$ cat config.mk
export PLATFORM = sky130hd
export DESIGN_NAME = reglist_xfer_seq
export DESIGN_NICKNAME = d
export VERILOG_FILES = /design/src/rtl/rls_pkg.sv /design/src/rtl/rls_pick.sv /design/src/rtl/rls_addr.sv /design/src/rtl/reglist_xfer_seq.sv
export SDC_FILE = /design/constraint.sdc
export NUM_CORES = 1
export LEC_CHECK = 0
export ABC_CLOCK_PERIOD_IN_PS = 6500
export BUFFER_PORTS_ARGS = -buffer_cell sky130_fd_sc_hd__buf_2
export CAP_MARGIN = 20
export CORE_AREA = 5 5 97 121
export DETAILED_ROUTE_END_ITERATION = 10
export DIE_AREA = 0 0 102 126
export HOLD_SLACK_MARGIN = 0.12
export PLACE_DENSITY = 0.85
export RECOVER_POWER = 100
export SYNTH_ARGS = -nofsm -noshare
export SYNTH_HDL_FRONTEND = slang
export SYNTH_HIERARCHICAL = 1
export SYNTH_SLANG_ARGS = --single-unit
$ cat constraint.sdc
create_clock -name clk -period 6.5 [get_ports clk]
set_clock_uncertainty 0.05 [all_clocks]
set_input_delay 0.325 -clock clk [delete_from_list [all_inputs] [get_ports clk]]
set_output_delay 0.325 -clock clk [all_outputs]
set_load 0.005 [all_outputs]
$ cat src/rtl/rls_pkg.sv
package rls_pkg;
  localparam int RLS_AW = 32;
  localparam int RLS_STEP = 4;

  typedef enum logic [1:0] {
    OP_LDIA = 2'd0,
    OP_STIA = 2'd1,
    OP_PUSH = 2'd2,
    OP_POP  = 2'd3
  } rls_op_e;

  // address of the first transfer for an operation
  function automatic logic [RLS_AW-1:0] first_addr(rls_op_e op, logic [RLS_AW-1:0] base);
    return (op == OP_PUSH) ? base - RLS_AW'(RLS_STEP) : base;
  endfunction

  // address after one transfer
  function automatic logic [RLS_AW-1:0] next_addr(logic down, logic [RLS_AW-1:0] a);
    return down ? a - RLS_AW'(RLS_STEP) : a + RLS_AW'(RLS_STEP);
  endfunction

  // new base value from the address pointer at completion
  function automatic logic [RLS_AW-1:0] final_base(rls_op_e op, logic [RLS_AW-1:0] a);
    return (op == OP_PUSH) ? a + RLS_AW'(RLS_STEP) : a;
  endfunction
endpackage

$ cat src/rtl/rls_pick.sv
module rls_pick #(
  parameter int NREG       = 8,
  parameter bit HIGH_FIRST = 1'b0,
  localparam int IW        = $clog2(NREG)
) (
  input  logic [NREG-1:0] mask,
  output logic            any,
  output logic [IW-1:0]   idx
);
  assign any = |mask;

  generate
    if (HIGH_FIRST) begin : g_high
      always_comb begin
        idx = '0;
        for (int i = 0; i < NREG; i++)
          if (mask[i]) idx = IW'(i);
      end
    end else begin : g_low
      always_comb begin
        idx = '0;
        for (int i = NREG - 1; i >= 0; i--)
          if (mask[i]) idx = IW'(i);
      end
    end
  endgenerate
endmodule

$ cat src/rtl/rls_addr.sv
module rls_addr
  import rls_pkg::*;
(
  input  logic              clk,
  input  logic              rst_n,
  input  logic              load,
  input  logic [RLS_AW-1:0] load_val,
  input  logic              step,
  input  logic              down,
  output logic [RLS_AW-1:0] addr
);
  always_ff @(posedge clk) begin
    if (!rst_n)    addr <= '0;
    else if (load) addr <= load_val;
    else if (step) addr <= next_addr(down, addr);
  end
endmodule

$ cat src/rtl/reglist_xfer_seq.sv
module reglist_xfer_seq
  import rls_pkg::*;
#(
  parameter int NREG   = 8,
  parameter int REG_IW = 4,
  parameter int LR_IDX = 14,
  parameter int PC_IDX = 15,
  localparam int PW    = $clog2(NREG),
  localparam int CW    = $clog2(NREG + 3)
) (
  input  logic              clk,
  input  logic              rst_n,
  input  logic              start_i,
  input  logic [1:0]        op_i,
  input  logic [NREG-1:0]   mask_i,
  input  logic              extra_i,
  input  logic [PW-1:0]     base_idx_i,
  input  logic [RLS_AW-1:0] base_i,
  output logic              req_valid_o,
  input  logic              req_ready_i,
  output logic              req_write_o,
  output logic [RLS_AW-1:0] req_addr_o,
  output logic [REG_IW-1:0] req_reg_o,
  input  logic [RLS_AW-1:0] mem_rdata_i,
  output logic              ld_valid_o,
  output logic [REG_IW-1:0] ld_idx_o,
  output logic [RLS_AW-1:0] ld_data_o,
  output logic              done_o,
  output logic              wb_en_o,
  output logic [RLS_AW-1:0] wb_value_o,
  output logic [CW-1:0]     count_o
);
  typedef enum logic {S_IDLE, S_RUN} state_e;

  state_e            state_q;
  rls_op_e           op_q;
  logic [NREG-1:0]   mask_q;
  logic              extra_q;
  logic              inlist_q;
  logic [CW-1:0]     cnt_q;

  logic              lo_any, hi_any;
  logic [PW-1:0]     lo_idx, hi_idx;
  logic              running, have_item, item_extra, accept, launch;
  logic              is_push;
  logic [REG_IW-1:0] cur_idx;
  logic [RLS_AW-1:0] addr_q;

  rls_pick #(.NREG(NREG), .HIGH_FIRST(1'b0)) u_pick_lo (
    .mask(mask_q), .any(lo_any), .idx(lo_idx));
  rls_pick #(.NREG(NREG), .HIGH_FIRST(1'b1)) u_pick_hi (
    .mask(mask_q), .any(hi_any), .idx(hi_idx));

  assign running = (state_q == S_RUN);
  assign is_push = (op_q == OP_PUSH);
  assign launch  = (state_q == S_IDLE) && start_i;

  // choose the current transfer: link first on push, program counter last on pop
  always_comb begin
    cur_idx    = '0;
    have_item  = 1'b0;
    item_extra = 1'b0;
    if (is_push) begin
      if (extra_q) begin
        cur_idx = REG_IW'(LR_IDX); have_item = 1'b1; item_extra = 1'b1;
      end else if (hi_any) begin
        cur_idx = REG_IW'(hi_idx); have_item = 1'b1;
      end
    end else begin
      if (lo_any) begin
        cur_idx = REG_IW'(lo_idx); have_item = 1'b1;
      end else if (op_q == OP_POP && extra_q) begin
        cur_idx = REG_IW'(PC_IDX); have_item = 1'b1; item_extra = 1'b1;
      end
    end
  end

  assign req_valid_o = running && have_item;
  assign accept      = req_valid_o && req_ready_i;
  assign req_write_o = (op_q == OP_STIA) || is_push;
  assign req_reg_o   = cur_idx;
  assign req_addr_o  = addr_q;

  rls_addr u_addr (
    .clk(clk), .rst_n(rst_n),
    .load(launch), .load_val(first_addr(rls_op_e'(op_i), base_i)),
    .step(accept), .down(is_push),
    .addr(addr_q));

  always_ff @(posedge clk) begin
    if (!rst_n) begin
      state_q  <= S_IDLE;
      op_q     <= OP_LDIA;
      mask_q   <= '0;
      extra_q  <= 1'b0;
      inlist_q <= 1'b0;
      cnt_q    <= '0;
    end else if (launch) begin
      state_q  <= S_RUN;
      op_q     <= rls_op_e'(op_i);
      mask_q   <= mask_i;
      extra_q  <= extra_i;
      inlist_q <= mask_i[base_idx_i];
      cnt_q    <= '0;
    end else if (running) begin
      if (!have_item) state_q <= S_IDLE;
      if (accept) begin
        cnt_q <= cnt_q + 1'b1;
        if (item_extra) extra_q <= 1'b0;
        else            mask_q[cur_idx[PW-1:0]] <= 1'b0;
      end
    end
  end

  assign ld_valid_o = accept && !req_write_o;
  assign ld_idx_o   = cur_idx;
  assign ld_data_o  = (cur_idx == REG_IW'(PC_IDX)) ? {mem_rdata_i[RLS_AW-1:1], 1'b0} : mem_rdata_i;

  assign done_o     = running && !have_item;
  assign wb_en_o    = done_o && !(op_q == OP_LDIA && inlist_q);
  assign wb_value_o = final_base(op_q, addr_q);
  assign count_o    = cnt_q;
endmodule

# After elaboration in Yosys (flattened, before gate mapping)
# Cells that the tools add are included.
# op_classes
n_addsub,4
order_cmp,3
eq_ne,6
muxes,49
n_bitwise,4
reduce_logical,22
# ops
operator,n
$mux W32,5
$sub A32 B3 Y32 const B,2
$mux W3,13
$add A32 B3 Y32 const B,1
$mux W8,4
$mux W1,19
$mux W4,4
$logic_and A1 B1 Y1,9
$and A8 B8 Y8,1
$lt A3 B4 Y1 const B,2
$not A8 Y8,1
$reduce_or A8 Y1,1
$eq A2 B2 Y1 const B,3
$reduce_and A3 Y1,2
$reduce_bool A2 Y1,3
$add A4 B1 Y4 const B,1
$eq A4 B4 Y1 const B,1
$mux W2,2
$bmux W1 S3,1
$demux W1 S3,1
$ge A3 B1 Y1 const B,1
$logic_not A1 Y1,3
$eq A2 B1 Y1 const B,1
$logic_not A2 Y1,1
5 further kinds,6
# word_totals
regBits,49
inputBits,82
output_inout_bits,113

# Depth between registers and ports, before layout
# Gate-level depths: netlist of the first run.
# depth
ltp_word,20
ltp_mapped,11
depth_no_buf,11

# Hierarchy
# Netlist of the first run, hierarchy kept.
# by_module_without_submodules
module,n_inst,cells_each,area_per_inst_um2,seq_area_each_um2
rls_addr,1,400,3030.4,640.6
reglist_xfer_seq,1,304,2417.3,340.3
rls_pick (u_pick_lo),1,13,81.3,0.0
rls_pick (u_pick_hi),1,12,66.3,0.0

# Worst setup path before layout of the first run
# OpenSTA, ideal clock, no wires.
# synth_path
kind,register to register
from,register op_q[0]
to,register u_addr.addr[31]
setup_time_ps,117
t_arrival_ps,3190
slack_ps,3142
stages_incl_launch_ff,11
n_path_buf,0
cell_sequence,dfxtp_1 inv_1 ha_1 ha_1 and3_4 and3_4 a211oi_4 a211oi_4 a211oi_1 or4_1 a32o_1
# synth_between
elab_cells_between_ends,12
classes_between,eq/ne: 2; mux: 6; reduce/logical: 4
# synth_rtl
element,line,rtl
from (decl),reglist_xfer_seq.sv:36,rls_op_e op_q;
from (signal assigned),reglist_xfer_seq.sv:100,op_q <= rls_op_e'(op_i);
$eq A2 B2 Y1 *,reglist_xfer_seq.sv:55,assign is_push = (op_q == OP_PUSH);
net is_push,reglist_xfer_seq.sv:45,logic is_push;
$mux W1,reglist_xfer_seq.sv:63,if (is_push) begin
$logic_and A1 B1 Y1,reglist_xfer_seq.sv:78,assign req_valid_o = running && have_item;
$logic_and A1 B1 Y1,reglist_xfer_seq.sv:79,assign accept = req_valid_o && req_ready_i;
$reduce_bool A2 Y1 (no line),n/a,
to (signal assigned),rls_addr.sv:14,else if (load) addr <= load_val;
to (signal assigned),rls_addr.sv:15,"else if (step) addr <= next_addr(down, addr);"
to (decl),rls_addr.sv:10,output logic [RLS_AW-1:0] addr
# Mark *: on every way through the listed nets, which the timed path passes. The rest lies on a longest branch. The select of a mux whose other input is x is not followed.
# A chain may end at the register's enable or synchronous reset.

# Final worst setup path of the first run
# Same ends and word-level chain as after synthesis.

==> impl_metrics.csv, run 1 <==
group,metric,value,unit
synth,synth_cell_type_count,75,
min_path,hold_path.class,"primary input to flip-flop",
setup_path,worst_path_largest_cell_delay,1.15,ns
synth,mean_area_per_synthesized_cell,7.675,sq um
setup_path,critical-path-slowest-cell,"clkbuf_1",
synth,postSynthRegisterBits,49,
clocking,postCtsSetupRepairBufs,0,
clocking,tritoncts.num_buffers,5,
finish,final_util,58.32,%
finish,antenna-diode-count,0,
setup_path,critical_path_depth,11,
clocking,clk_path_buf_depth,2,
sta,setup_viol,0,
power_and_ir_drop,power_frac_seq,37.2,%
synth,synth-edff-count,0,
synth,synth_most_common_cell,"a21oi_1",
floorplanning,initial_utilization,53.51,%
finish,final_nets,923,
power_and_ir_drop,power_switching,371.4,uW
sta,final_count_of_pins_violating_max_slew,48,
setup_path,path_buf_inv,2,
setup_path,critPathLaunchType,"flip-flop",
synth,syn-instance-count,729,
power_and_ir_drop,total_power,991.8,uW
clocking,clock_root_buffer_master,"clkbuf_16",
setup_path,worstSetupPathType,"flip-flop to flip-flop",
placed_design,portBuffers,132,
floorplanning,core-area,10460,sq um
floorplanning,die_y,126,microns
finish,layout_area_overhead,8.989,%
power_and_ir_drop,power.share.combinational,37.2,%
clocking,insertion_delay,0.29,ns
synth,synth_largest_type_area_fraction,17.53,%
route,drt-total-wl,16.20,mm
sta,timing.max_slew.rel_slack,-44.82,%
synth,synthesis.yosys.warnings,6,
setup_path,critical_path.endpoint_type,"flip-flop",
synth,synth_top_cells_by_count,"a21oi_1, nor2_1, nand2_1, dfxtp_1, nand3_1",
power_and_ir_drop,power.share.switching,37.45,%
synth,synthTopCellsByArea,"dfxtp_1, ha_1, xor2_1",
clocking,post_cts_resize_count,0,
run,drv.max_cap_violation_count,2,
setup_path,timing.reg2reg.worst_path_depth,11,
global_routing,maximum_number_of_pins_on_one_net_before_global_route_repair,48,
sta,final.period_utilization,73.96,%
power_and_ir_drop,power.internal,620.4,uW
setup_path,worst-endpoint-required,6.64,ns
global_routing,groute.usage.overall,24.32,%
sta,setup_tns,0,ns
route,drc,0,
floorplanning,area_enclosed_by_the_die_boundary,12850,sq um
power_and_ir_drop,worst_ir_drop_vdd,0.1557,mV
finish,fillers,983,
sta,rsz0062_at_grt,"no",
sta,post_layout_min_period,4.807,ns
floorplanning,floorplan.io_pins,195,
global_routing,grt_pass1_wl,26.03,mm
floorplanning,die_w,102,microns
placed_design,dp.final_hpwl,12.43,mm
status,failed_checks,"capacitance limit, slew limit",
sta,max_freq,0.2080,GHz
synth,synth-seq-area-share,17.53,%
setup_path,maximum_fanout_count_along_the_critical_path,29,
sta,worst-slew-pin-transition,2.172,ns
status,outcome,"finished, violations left",
synth,dominantRegCellSynth,"dfxtp_1",
route,wl_per_cell,17.26,microns
min_path,hold_depth,3,
placed_design,replace_congestion,0.9684,
global_routing,global_route.overflow_total,0,
route,vias,5783,
setup_path,crit_path_cell_trace,"inv_1 > ha_1 > clkbuf_1 > ha_1 > o21ai_0 > nor2_1 > a211oi_4 > a211oi_1 > a211oi_1 > or4_1 > a32o_1",
route,route.detailed.vias_per_inst,6.159,
finish,proportion_of_layout_cells_with_a_drive_suffix_above_1,15.86,%
power_and_ir_drop,leak_pwr,2.675,nW
synth,synth_async_sr_flop_share,0,%
synth,syn_nets,846,
clocking,cts_hold_buf,0,
global_routing,vias_in_the_first_global_route,5373,
global_routing,antenna_found_initial,0,
synth,synth_area_leader_cell,"dfxtp_1",
clocking,htreeDepth,2,
power_and_ir_drop,power.density_cell_area,162.6,nW/um^2
clocking,numClockSinks,49,
synth,synthesized_cell_area,5595,sq um
clocking,cts.clk_slew.worst_paths,0.07,ns
floorplanning,standard_cell_row_count,42,
power_and_ir_drop,clkPwrFrac,25.6,%
route,detail-route-antenna-nets,0,
route,drt_pre_antenna_iters,5,
clocking,tritoncts,"built",
route,drt_iter0_markers,455,
setup_path,critical-path-top-delay-family,"buffers and inverters",
sta,report.final.hold_viol_count,0,
setup_path,timing.critical_path.arrival,4.94,ns
layer usage:
layer | track usage, % | vias to the layer above | share of wire (%)
met5 | 0 | - | 0
met4 | 8.185 | 0 | 2.3
met3 | 4.369 | 40 | 7.9
met2 | 40.57 | 273 | 48
met1 | 31.29 | 2662 | 41
li1 | - | 2808 | -
flip-flops by register name (all words and copies together) (netlist names):
| name | count |
|---|---|
| count_o | 4 |
| extra_q | 1 |
| inlist_q | 1 |
| u_addr/addr | 32 |
| running | 1 |
| mask_q | 8 |
| op_q | 2 |
worst min-delay path: stages:
cell	delay (ns)
buf_2	0.08
nand3_1	0.06
o21ai_0	0.06
power groups by stage:
stage          registers (mW)  logic [mW]  clock network (mW)
3_3_place_gp            0.375       0.363                   0
4_1_cts                 0.369       0.372               0.257
6_report                0.369       0.369               0.254
5_1_grt                 0.374       0.405               0.270
3_5_place_dp            0.376       0.369                   0
2_1_floorplan           0.365       0.265                   0
metrics by stage:
step / hold slack (ns) / area [sq um] / worst slack (ns) / cells
floorplan: 0.4092 / 5595 / 3.142 / 729
global placement: 0.4313 / 6057 / 3.005 / 931
detailed placement: 0.4493 / 6057 / 2.930 / 931
CTS: 0.2127 / 6193 / 2.750 / 939
global route: 0.2235 / 6098 / 1.356 / 939
finish: 0.2176 / 6098 / 1.693 / 939
cell families after synthesis:
| kind of cell | Yosys count | synth area share (%) |
|---|---|---|
| AOI/OAI and AO/OA | 206 | 24.66 |
| xor gates and xnor gates | 74 | 11.58 |
| adders and majority gates | 35 | 7.961 |
| buffers and inverters | 87 | 8.430 |
| DFF | 49 | 17.53 |
| muxes | 16 | 3.354 |
| and+or+nand+nor | 262 | 26.48 |
worst paths after layout:
| kind | from | end | slack, ns |
|---|---|---|---|
| hold / removal | extra_i | extra_q | 0.22 |
| hold reg to reg | op_q[0] | op_q[0] | 0.45 |
| setup reg to reg | op_q[0] | u_addr/addr[31] | 1.69 |
| setup / recovery | op_q[0] | u_addr/addr[31] | 1.69 |
cell usage in the layout, fill, tap and decap left out, types with 5 or more instances in the layout:
cell | Yosys | routed
o2111ai_1 | 5 | 5
xor2_1 | 39 | 39
a21o_1 | 23 | 23
a31o_2 | 5 | 5
nand2b_1 | 8 | 8
buf_2 | 2 | 83
clkbuf_1 | 20 | 52
or4_1 | 7 | 7
nor3_1 | 10 | 10
o21ai_0 | 37 | 40
nor2b_1 | 6 | 6
nand3_1 | 41 | 41
o211ai_1 | 6 | 6
o31ai_1 | 6 | 6
or3_1 | 5 | 5
a211oi_1 | 11 | 12
a21oi_1 | 62 | 62
mux2i_1 | 12 | 12
and3_1 | 13 | 13
nor2_1 | 57 | 57
nand4_1 | 14 | 14
dfxtp_1 | 49 | 49
a31oi_1 | 8 | 9
nor3_2 | 5 | 5
xnor2_1 | 35 | 35
ha_1 | 34 | 34
nor3b_1 | 5 | 5
inv_1 | 20 | 21
nor4_2 | 7 | 6
clkbuf_16 | 0 | 5
and2_1 | 6 | 5
nand2_1 | 52 | 52
final cells by class:
| class | instances | area (sq um) | area share (%) |
|---|---|---|---|
| tap | 132 | 165.2 | 2.708 |
| clock buffer | 8 | 136.4 | 2.236 |
| timing repair buffer | 135 | 615.6 | 10.09 |
| inverter | 22 | 82.58 | 1.354 |
| sequential | 49 | 980.9 | 16.09 |
| multi-input combinational | 593 | 4118 | 67.52 |
Note: power is estimated with default switching activity, not from simulation.
==> run 2: changes to the inputs <==
- ABC_AREA: default -> 1
- ABC_CLOCK_PERIOD_IN_PS: 6500 -> 4700
- CORE_AREA: 5 5 97 121 -> 5 5 108 136
- DIE_AREA: 0 0 102 126 -> 0 0 113 141
- PLACE_DENSITY: 0.85 -> 0.82
- clock period: 6.5 -> 4.7 ns (I/O delays scaled with it)
==> run 2 against run 1 <==
Net effect:
- the flow now finishes without violations
- critical path depth is the same
- count of clock-buffer cells in the layout shrank 1
- combinational power up 49%
- largest power group is now combinational logic
- register-to-register slack worse by 0.67 ns
- sequential power up 37%
- critical path type unchanged
- synthesized cell count up 72%
- cell area rose by 27%
- worst hold slack worse by 0.096 ns
- via count rose by 42%
- non-clock buffer count grew 6
- utilization fell by 0.44 points
==> impl_metrics.csv, run 2 <==
group,metric,value,unit
finish,final_common_cell,"nand2_1",
route,route.detailed.vias_per_inst,5.372,
setup_path,path_buf_inv,4,
clocking,htreeDepth,2,
setup_path,timing.critical_path.arrival,3.84,ns
floorplanning,initial_utilization,53.19,%
synth,synth-edff-count,0,
synth,synth_async_sr_flop_share,0,%
placed_design,replace_congestion,0.9765,
finish,final_util,57.88,%
floorplanning,floorplan.io_pins,195,
synth,synth_area_leader_cell,"nand2_1",
route,drt_iter0_markers,661,
synth,synth_top_cells_by_count,"nand2_1, inv_1, nor2_1, nand3_1, dfxtp_1",
synth,synthesis.yosys.warnings,6,
route,drt-total-wl,22.64,mm
setup_path,worstSetupPathType,"flip-flop to flip-flop",
setup_path,crit_path_cell_trace,"inv_1 > ha_1 > inv_4 > nand2_1 > nand2_1 > nand3_4 > inv_2 > nor2_2 > buf_4 > a22oi_1 > a21oi_1",
setup_path,critical_path.endpoint_type,"flip-flop",
finish,flip_flop_count_of_the_largest_register_after_layout,32,
sta,max_freq,0.2723,GHz
sta,final.period_utilization,78.15,%
synth,postSynthRegisterBits,49,
finish,final_nets,1468,
setup_path,critical-path-slowest-cell,"ha_1",
global_routing,grt_pass1_wl,36.11,mm
power_and_ir_drop,power.density_cell_area,191.8,nW/um^2
floorplanning,standard_cell_row_count,48,
synth,synth_largest_type_area_fraction,22.03,%
global_routing,antenna_found_initial,0,
floorplanning,area_enclosed_by_the_die_boundary,15930,sq um
setup_path,worst_path_largest_cell_delay,1.14,ns
sta,worst-slew-pin-transition,1.464,ns
sta,setup_tns,0,ns
finish,proportion_of_layout_cells_with_a_drive_suffix_above_1,13.39,%
placed_design,dp.final_hpwl,18.62,mm
finish,layout_area_overhead,8.818,%
synth,synthTopCellsByArea,"nand2_1, dfxtp_1, inv_1",
synth,synth_most_common_cell,"nand2_1",
synth,dominantRegCellSynth,"dfxtp_1",
sta,timing.max_slew.rel_slack,2.431,%
synth,synth-seq-area-share,13.77,%
finish,fillers,1433,
clocking,clk_path_buf_depth,2,
power_and_ir_drop,leak_pwr,4.098,nW
route,drc,0,
floorplanning,die_w,113,microns
floorplanning,die_y,141,microns
sta,report.final.hold_viol_count,0,
power_and_ir_drop,total_power,1.486,mW
power_and_ir_drop,worst_ir_drop_vdd,0.2179,mV
placed_design,portBuffers,132,
finish,largest-register,"u_addr/addr",
synth,synthesized_cell_area,7123,sq um
route,drt_pre_antenna_iters,5,
setup_path,critPathLaunchType,"flip-flop",
finish,mostFrequentLayoutCells,"nand2_1, inv_1, nor2_1, buf_2, nand3_1",
global_routing,groute.usage.overall,27.65,%
sta,setup_viol,0,
floorplanning,core-area,13390,sq um
synth,syn-instance-count,1255,
status,outcome,"finished, final reports clean",
min_path,hold_path.class,"primary input to flip-flop",
synth,syn_nets,1372,
synth,synth_cell_type_count,47,
setup_path,most_used_cell_cp,"nand2_1",
clocking,postCtsSetupRepairBufs,0,
global_routing,maximum_number_of_pins_on_one_net_before_global_route_repair,38,
sta,final_count_of_pins_violating_max_slew,0,
clocking,tritoncts,"built",
clocking,cts.clk_slew.worst_paths,0.07,ns
sta,rsz0062_at_grt,"no",
setup_path,worst-endpoint-required,4.87,ns
clocking,clock_root_buffer_master,"clkbuf_16",
route,vias,8203,
clocking,numClockSinks,49,
setup_path,maximum_fanout_count_along_the_critical_path,32,
synth,mean_area_per_synthesized_cell,5.676,sq um
route,wl_per_cell,14.83,microns
route,detail-route-antenna-nets,0,
clocking,tritoncts.num_buffers,5,
sta,hold-worst-slack,0.1217,ns
global_routing,vias_in_the_first_global_route,7656,
run,drv.max_cap_violation_count,0,
sta,post_layout_min_period,3.673,ns
clocking,insertion_delay,0.30,ns
setup_path,critical-path-top-delay-family,"adder cells",
finish,antenna-diode-count,0,
global_routing,global_route.overflow_total,0,
## run 2: changes by cell type after synthesis, moves of 14 or more
cell	change
nand2_1	+366
nor2_1	+71
nand3_1	+42
a21o_1	-22
clkbuf_1	-14
nand2_2	+21
a21oi_1	-14
xnor2_1	-16
a22oi_1	+21
inv_1	+173
nor2_2	+21
## run 2: path summary, 6_finish.rpt
kind,from,cells past startpoint,endpoint,slack [ns]
hold / removal,mask_i[1],3,mask_q[1],0.12
setup / recovery,op_q[0],11,u_addr/addr[22],1.03
setup reg to reg,op_q[0],11,u_addr/addr[22],1.03
hold reg to reg,inlist_q,2,inlist_q,0.41
## run 2: worst register-to-register path: cells and delay by family (launching register included)
kind | cells | cell delay [ns]
buffers and inverters | 4 | 0.65
AOI/OAI and AO/OA | 2 | 0.33
DFF | 1 | 0.31
and+or+nand+nor | 4 | 1.11
adders and majority gates | 1 | 1.14
## run 2: final cells by class
| type | instances | area (sq um) | area share, % |
|---|---|---|---|
| clock buffers | 7 | 142.6 | 1.840 |
| clock inverters | 1 | 30.03 | 0.3874 |
| inverters | 202 | 760.7 | 9.814 |
| multi-input cells | 952 | 4925 | 63.54 |
| flip-flops and latches | 49 | 980.9 | 12.66 |
| well taps | 175 | 219.0 | 2.825 |
| repair buffers | 141 | 693.2 | 8.943 |
## run 2: layer usage
layer  part of all wire (%)  vias up  GRT usage, %  wire length [microns]
li1                       -     4114             -                      -
met3                    6.6       85         2.533                   1500
met5                      0        -             0                      0
met1                     39     3659         32.28                   8914
met4                    5.3        0         15.32                   1210
met2                     49      345         49.19                  11020
## run 2: per-stage QoR
| stage | cells | setup slack, ns | cell area, sq um |
|---|---|---|---|
| after global placement | 1513 | 1.766 | 7637 |
| final | 1527 | 1.027 | 7751 |
| after global routing | 1527 | 0.7662 | 7751 |
| after detailed placement | 1513 | 1.646 | 7637 |
| after floorplan | 1255 | 1.949 | 7123 |
| after CTS | 1527 | 1.627 | 7870 |
## run 2: cells by family (layout without fill, tap and decap cells)
| family | count (synthesis) | count (layout) | share of synthesized area [%] |
|---|---|---|---|
| mux | 1 | 1 | 0.1405 |
| xor+xnor | 46 | 46 | 5.656 |
| simple gates | 744 | 744 | 47.23 |
| compound gates | 126 | 126 | 10.75 |
| fa+ha+maj | 35 | 35 | 6.253 |
| flops | 49 | 49 | 13.77 |
| buf+inv | 254 | 351 | 16.20 |
## run 2: report_power, final
| group | leakage, nW | total (mW) | switching, mW | internal (mW) |
|---|---|---|---|---|
| sequential | 0.402 | 0.507 | 0.0619 | 0.446 |
| combinational | 3.61 | 0.548 | 0.350 | 0.198 |
| clock | 0.0841 | 0.431 | 0.164 | 0.266 |
| total | 4.10 | 1.49 | 0.576 | 0.910 |
## run 2: repair_timing
| item | 4_1_cts | 5_1_grt |
|---|---|---|
| endpoints found under the setup margin | 0 | 0 |
| hold buffers | 6 | 0 |
| resized for setup | 0 | 0 |
| endpoints found under the hold margin | 6 | 0 |
